--- config.mk ---
export PLATFORM = sky130hd
export DESIGN_NAME = lsr_core
export DESIGN_NICKNAME = d
export VERILOG_FILES = /design/src/rtl/lsr_core.sv
export SDC_FILE = /design/constraint.sdc
export NUM_CORES = 2
export LEC_CHECK = 0
export BUFFER_PORTS_ARGS = -buffer_cell sky130_fd_sc_hd__buf_2
export CORE_ASPECT_RATIO = 1.4
export CORE_MARGIN = 2
export CORE_UTILIZATION = 25
export DETAILED_ROUTE_END_ITERATION = 10
export GPL_ROUTABILITY_DRIVEN = 0
export GPL_TIMING_DRIVEN = 0
export PLACE_DENSITY = 0.42
export SYNTH_ARGS = -nofsm -noshare
export SYNTH_HDL_FRONTEND = slang
export SYNTH_SLANG_ARGS = --single-unit
--- constraint.sdc ---
create_clock -name clk -period 7.42 [get_ports clk]
set_input_delay 0.742 -clock clk [delete_from_list [all_inputs] [get_ports clk]]
set_output_delay 0.742 -clock clk [all_outputs]
set_load 0.02 [all_outputs]
--- src/rtl/lsr_core.sv ---
module lsr_core #(
  parameter logic [31:0] RESET_PC = 32'h0000_0000
) (
  input  logic        clk,
  input  logic        rst_n,
  output logic [31:0] imem_addr,
  input  logic [31:0] imem_rdata,
  output logic [31:0] dmem_addr,
  input  logic [31:0] dmem_rdata,
  output logic [31:0] dmem_wdata,
  output logic        dmem_we,
  output logic [31:0] dbg_pc,
  output logic        dbg_wr_en,
  output logic [4:0]  dbg_wr_idx,
  output logic [31:0] dbg_wr_data
);
  localparam logic [5:0] OP_REG  = 6'd0;
  localparam logic [5:0] OP_J    = 6'd2;
  localparam logic [5:0] OP_JAL  = 6'd3;
  localparam logic [5:0] OP_BEQ  = 6'd4;
  localparam logic [5:0] OP_BNE  = 6'd5;
  localparam logic [5:0] OP_ADDI = 6'd8;
  localparam logic [5:0] OP_SLTI = 6'd10;
  localparam logic [5:0] OP_ANDI = 6'd12;
  localparam logic [5:0] OP_ORI  = 6'd13;
  localparam logic [5:0] OP_LUI  = 6'd15;
  localparam logic [5:0] OP_LW   = 6'd35;
  localparam logic [5:0] OP_SW   = 6'd43;
  localparam logic [5:0] FN_JR   = 6'd8;
  localparam logic [5:0] FN_ADD  = 6'd32;
  localparam logic [5:0] FN_SUB  = 6'd34;
  localparam logic [5:0] FN_SLT  = 6'd42;
  localparam logic [4:0] LINK    = 5'd31;

  logic [31:0] pc, pc4, pc_next;
  logic [31:0] rf [1:31];

  wire [5:0]  op    = imem_rdata[31:26];
  wire [4:0]  rs    = imem_rdata[25:21];
  wire [4:0]  rt    = imem_rdata[20:16];
  wire [4:0]  rd    = imem_rdata[15:11];
  wire [5:0]  fn    = imem_rdata[5:0];
  wire [15:0] imm   = imem_rdata[15:0];
  wire [31:0] simm  = {{16{imm[15]}}, imm};
  wire [31:0] zimm  = {16'h0, imm};
  wire [31:0] a     = (rs == 5'd0) ? 32'h0 : rf[rs];
  wire [31:0] b     = (rt == 5'd0) ? 32'h0 : rf[rt];
  wire [31:0] br_t  = pc4 + {simm[29:0], 2'b00};
  wire [31:0] jmp_t = {pc4[31:28], imem_rdata[25:0], 2'b00};

  logic        wr_en;
  logic [4:0]  wr_idx;
  logic [31:0] wr_data;
  logic        st;

  assign pc4 = pc + 32'd4;

  always_comb begin
    wr_en   = 1'b0;
    wr_idx  = rt;
    wr_data = 32'h0;
    st      = 1'b0;
    pc_next = pc4;
    case (op)
      OP_REG: begin
        wr_idx = rd;
        case (fn)
          FN_ADD: begin wr_en = 1'b1; wr_data = a + b; end
          FN_SUB: begin wr_en = 1'b1; wr_data = a - b; end
          FN_SLT: begin wr_en = 1'b1; wr_data = {31'h0, $signed(a) < $signed(b)}; end
          FN_JR:  pc_next = a;
          default: ;
        endcase
      end
      OP_ADDI: begin wr_en = 1'b1; wr_data = a + simm; end
      OP_SLTI: begin wr_en = 1'b1; wr_data = {31'h0, $signed(a) < $signed(simm)}; end
      OP_ANDI: begin wr_en = 1'b1; wr_data = a & zimm; end
      OP_ORI:  begin wr_en = 1'b1; wr_data = a | zimm; end
      OP_LUI:  begin wr_en = 1'b1; wr_data = {imm, 16'h0}; end
      OP_LW:   begin wr_en = 1'b1; wr_data = dmem_rdata; end
      OP_SW:   st = 1'b1;
      OP_BEQ:  if (a == b) pc_next = br_t;
      OP_BNE:  if (a != b) pc_next = br_t;
      OP_J:    pc_next = jmp_t;
      OP_JAL:  begin wr_en = 1'b1; wr_idx = LINK; wr_data = pc4; pc_next = jmp_t; end
      default: ;
    endcase
  end

  wire commit = rst_n && wr_en && (wr_idx != 5'd0);

  always_ff @(posedge clk) begin
    if (!rst_n) begin
      pc <= RESET_PC;
      for (int i = 1; i < 32; i++) rf[i] <= 32'h0;
    end else begin
      pc <= pc_next;
      if (commit) rf[wr_idx] <= wr_data;
    end
  end

  assign imem_addr   = pc;
  assign dmem_addr   = a + simm;
  assign dmem_wdata  = b;
  assign dmem_we     = rst_n && st;
  assign dbg_pc      = pc;
  assign dbg_wr_en   = commit;
  assign dbg_wr_idx  = wr_idx;
  assign dbg_wr_data = wr_data;
endmodule


==> results.txt <==
Die Ht: 605 um
Antenna violations before repair: 16
IO Pins: 233
Mapped Cells: 5242
Met2 routed WL: 164000 um
Actual slew at the worst max-slew pin: 1540 ps
Layout cells sized above 1: 0.287
Seq cells post-synth: 1056
Final net count: 6005
Worst skew pair latency: 760 ps
Mapped Area: 64500 um2
Post-Place Worst Slack: -4460 ps
Hold Path Class: in2reg
Via density: 5.56
DRT antenna net count: 0
WL per Instance: 35.6 um
Post-Layout Inst Area: 78800 um2
Number of clock sinks: 1056
Clock Skews: 41.3 ps
Die area: 262000 um2
Num rows: 220
Critical Path RT: 6680 ps
FMAX: 132 MHz
Max cap viols: 1
Ys Warns: 0
Unique masters post-synth: 85
Synth-to-layout area growth: 22.2%
H-tree levels: 3
Metal-1 WL: 109000 um
Largest net degree at the start of global routing: 38
Vias in the first global route: 51800
Pwr dens: 212 nW/um2
Fin. max-slew vios: 11
Crit path max fanout: 11
Reg2reg end: dbg_pc[24]
Async S/R FF share, synth: 0
TritonCTS clock tree: done
Hold Slack: 483 ps
Post-DP HPWL: 261000 um
DP Cell Count: 8984
RSZ-0062 raised after global routing: true
Global-route wire length before repair: 437000 um
Commonest cells after routing, fill and taps aside: edfxtp_1, nor2_1, mux4_2
Core Util, Final: 0.307
CP endpoint: dbg_wr_data[25]
Post-Route WL: 331000 um
Gr usage total: 0.245
Gr ovfl total: 0
Arrival @ worst endpoint: 6810 ps
Placed inst area: 71100 um2
Final Cycle Share: 1.02
R2R setup slack: 900 ps
Worst setup SP type: input pin
Starting Density: 0.251
CTS Root Cell: clkbuf_16
Core Box Area: 257000 um2
Sequential element share of the synthesized area: 0.487
# DRC: 0
Non-Filler Instances: 9295
Final setup viols: 5
Clock slew at reported path FFs: 60 ps
Ys flop type: edfxtp_1
Average size of a mapped cell: 12.3 um2
Vias: 51700
DR top layer: met4
Status: complete, but fails checks
DRT Pass-1 Iters: 9
Tmin final: 7550 ps
Commonest non-fill, non-tap cell in the layout: edfxtp_1
P_leak: 27.6 nW
Port Buffers: 226
Die X: 433 um
EDFF count, synth: 1024
CTS buffer count: 105
Initial DRC count: 6131
Slew HR: -0.0297
Max rail drop VDD: 0.000218 V
Worst setup path startpoint: imem_rdata[18]
Final Worst Setup Slack: -129 ps
Kind of critical path: in2out
R2R cell count: 15
Type of destination of the critical path: output port
Critical R2R Launch: rf[0][29]
Met3 WL: 26700 um
Clk buf depth: 3
Final hold vios: 0
Failing checks: max-capacitance violations, max-slew violations, negative setup slack
## critical path, stage by stage
cell and delay [ps]:
buf_2 170, clkbuf_2 730, clkbuf_1 930, a21oi_1 130, o31ai_2 380, nand2_1 210, inv_1 180, ha_1 240
inv_1 90, a221oi_4 310, o211ai_1 230, buf_4 210, a2111o_1 460, a21oi_4 300, o21a_4 230, a211oi_1 90
o21ai_2 210, buf_12 150, clkbuf_1 380, nand2_1 160, buf_2 220
## where the power goes
part	leakage, nW	total [mW]	switching, mW	internal (mW)
sequential	10.8	6.85	0.122	6.73
clock	1.63	5.53	2.58	2.95
combinational	15.2	4.34	2.82	1.53
## registers in the layout, indices dropped and copies added (netlist names)
register  cells
dbg_pc       32
rf         1024
## worst min path at each step
stage	cells after the start	startpoint	slack (ps)	to
2_1_floorplan	2	dbg_pc[0]	610	dbg_pc[0]
3_3_place_gp	2	dbg_pc[1]	550	dbg_pc[1]
6_report	2	rst_n	480	dbg_pc[31]
5_1_grt	2	rst_n	450	dbg_pc[31]
3_5_place_dp	2	dbg_pc[1]	560	dbg_pc[1]
4_1_cts	2	rst_n	420	dbg_pc[31]
## what timing repair did
item                                    4_1_cts  5_1_grt
endpoints found under the setup margin     1118       26
hold endpoints to repair                      0        0
gates resized for setup                     691      124
cloned                                        0        1
pin swaps                                    56       21
buffers inserted                             98       53
hold buffers                                  0        0
## area by class of cell
class | instances | area (um2)
multi-input cells | 3515 | 31900
fillers | 26300 | 178000
inverters | 178 | 678
clock inverters | 63 | 594
plain buffers | 483 | 3500
well taps | 3441 | 4310
repair buffers | 421 | 3630
diodes | 8 | 20.0
clock buffers | 130 | 2740
flip-flops and latches | 1056 | 31400
## cells by family (layout without fill, tap and decap cells)
logic type | count (synthesis) | after routing | share of synthesized area
AND/OR/NAND/NOR | 1401 | 1401 | 0.0910
flip-flops | 1056 | 1056 | 0.487
XOR/XNOR | 95 | 95 | 0.0129
adder cells (fa/ha/maj) | 179 | 179 | 0.0352
buffers and inverters | 703 | 1275 | 0.0463
multiplexers | 704 | 704 | 0.219
AO/OA/AOI/OAI | 1103 | 1104 | 0.109
other | 1 | 40 | 0.0000582
## synth_stat cells (50+ instances only)
| cell type | n | area share |
|---|---|---|
| nor2_1 | 873 | 0.051 |
| a21oi_1 | 399 | 0.031 |
| clkbuf_1 | 338 | 0.020 |
| mux2i_1 | 125 | 0.019 |
| buf_2 | 88 | 0.0068 |
| nand2_1 | 264 | 0.015 |
| o21ai_0 | 139 | 0.011 |
| xnor2_1 | 67 | 0.0091 |
| ha_1 | 175 | 0.034 |
| nand3_1 | 50 | 0.0039 |
| mux4_2 | 562 | 0.20 |
| inv_1 | 174 | 0.010 |
| a31oi_1 | 145 | 0.014 |
| edfxtp_1 | 1024 | 0.48 |
## metrics by stage
stage	setup TNS [ps]	total power [mW]
4_1_cts	-53.3	16.5
6_report	-305	16.7
3_5_place_dp	-3005520	10.6
3_3_place_gp	-4311670	10.6
5_1_grt	-668	17.1
2_1_floorplan	0	9.07
## routing by layer
layer,vias to the layer above,global-route usage
met5,-,0
met4,0,0.194
met3,965,0.0496
met2,3033,0.428
met1,26400,0.255
li1,21300,-
Power figures use the tool's default switching activity.
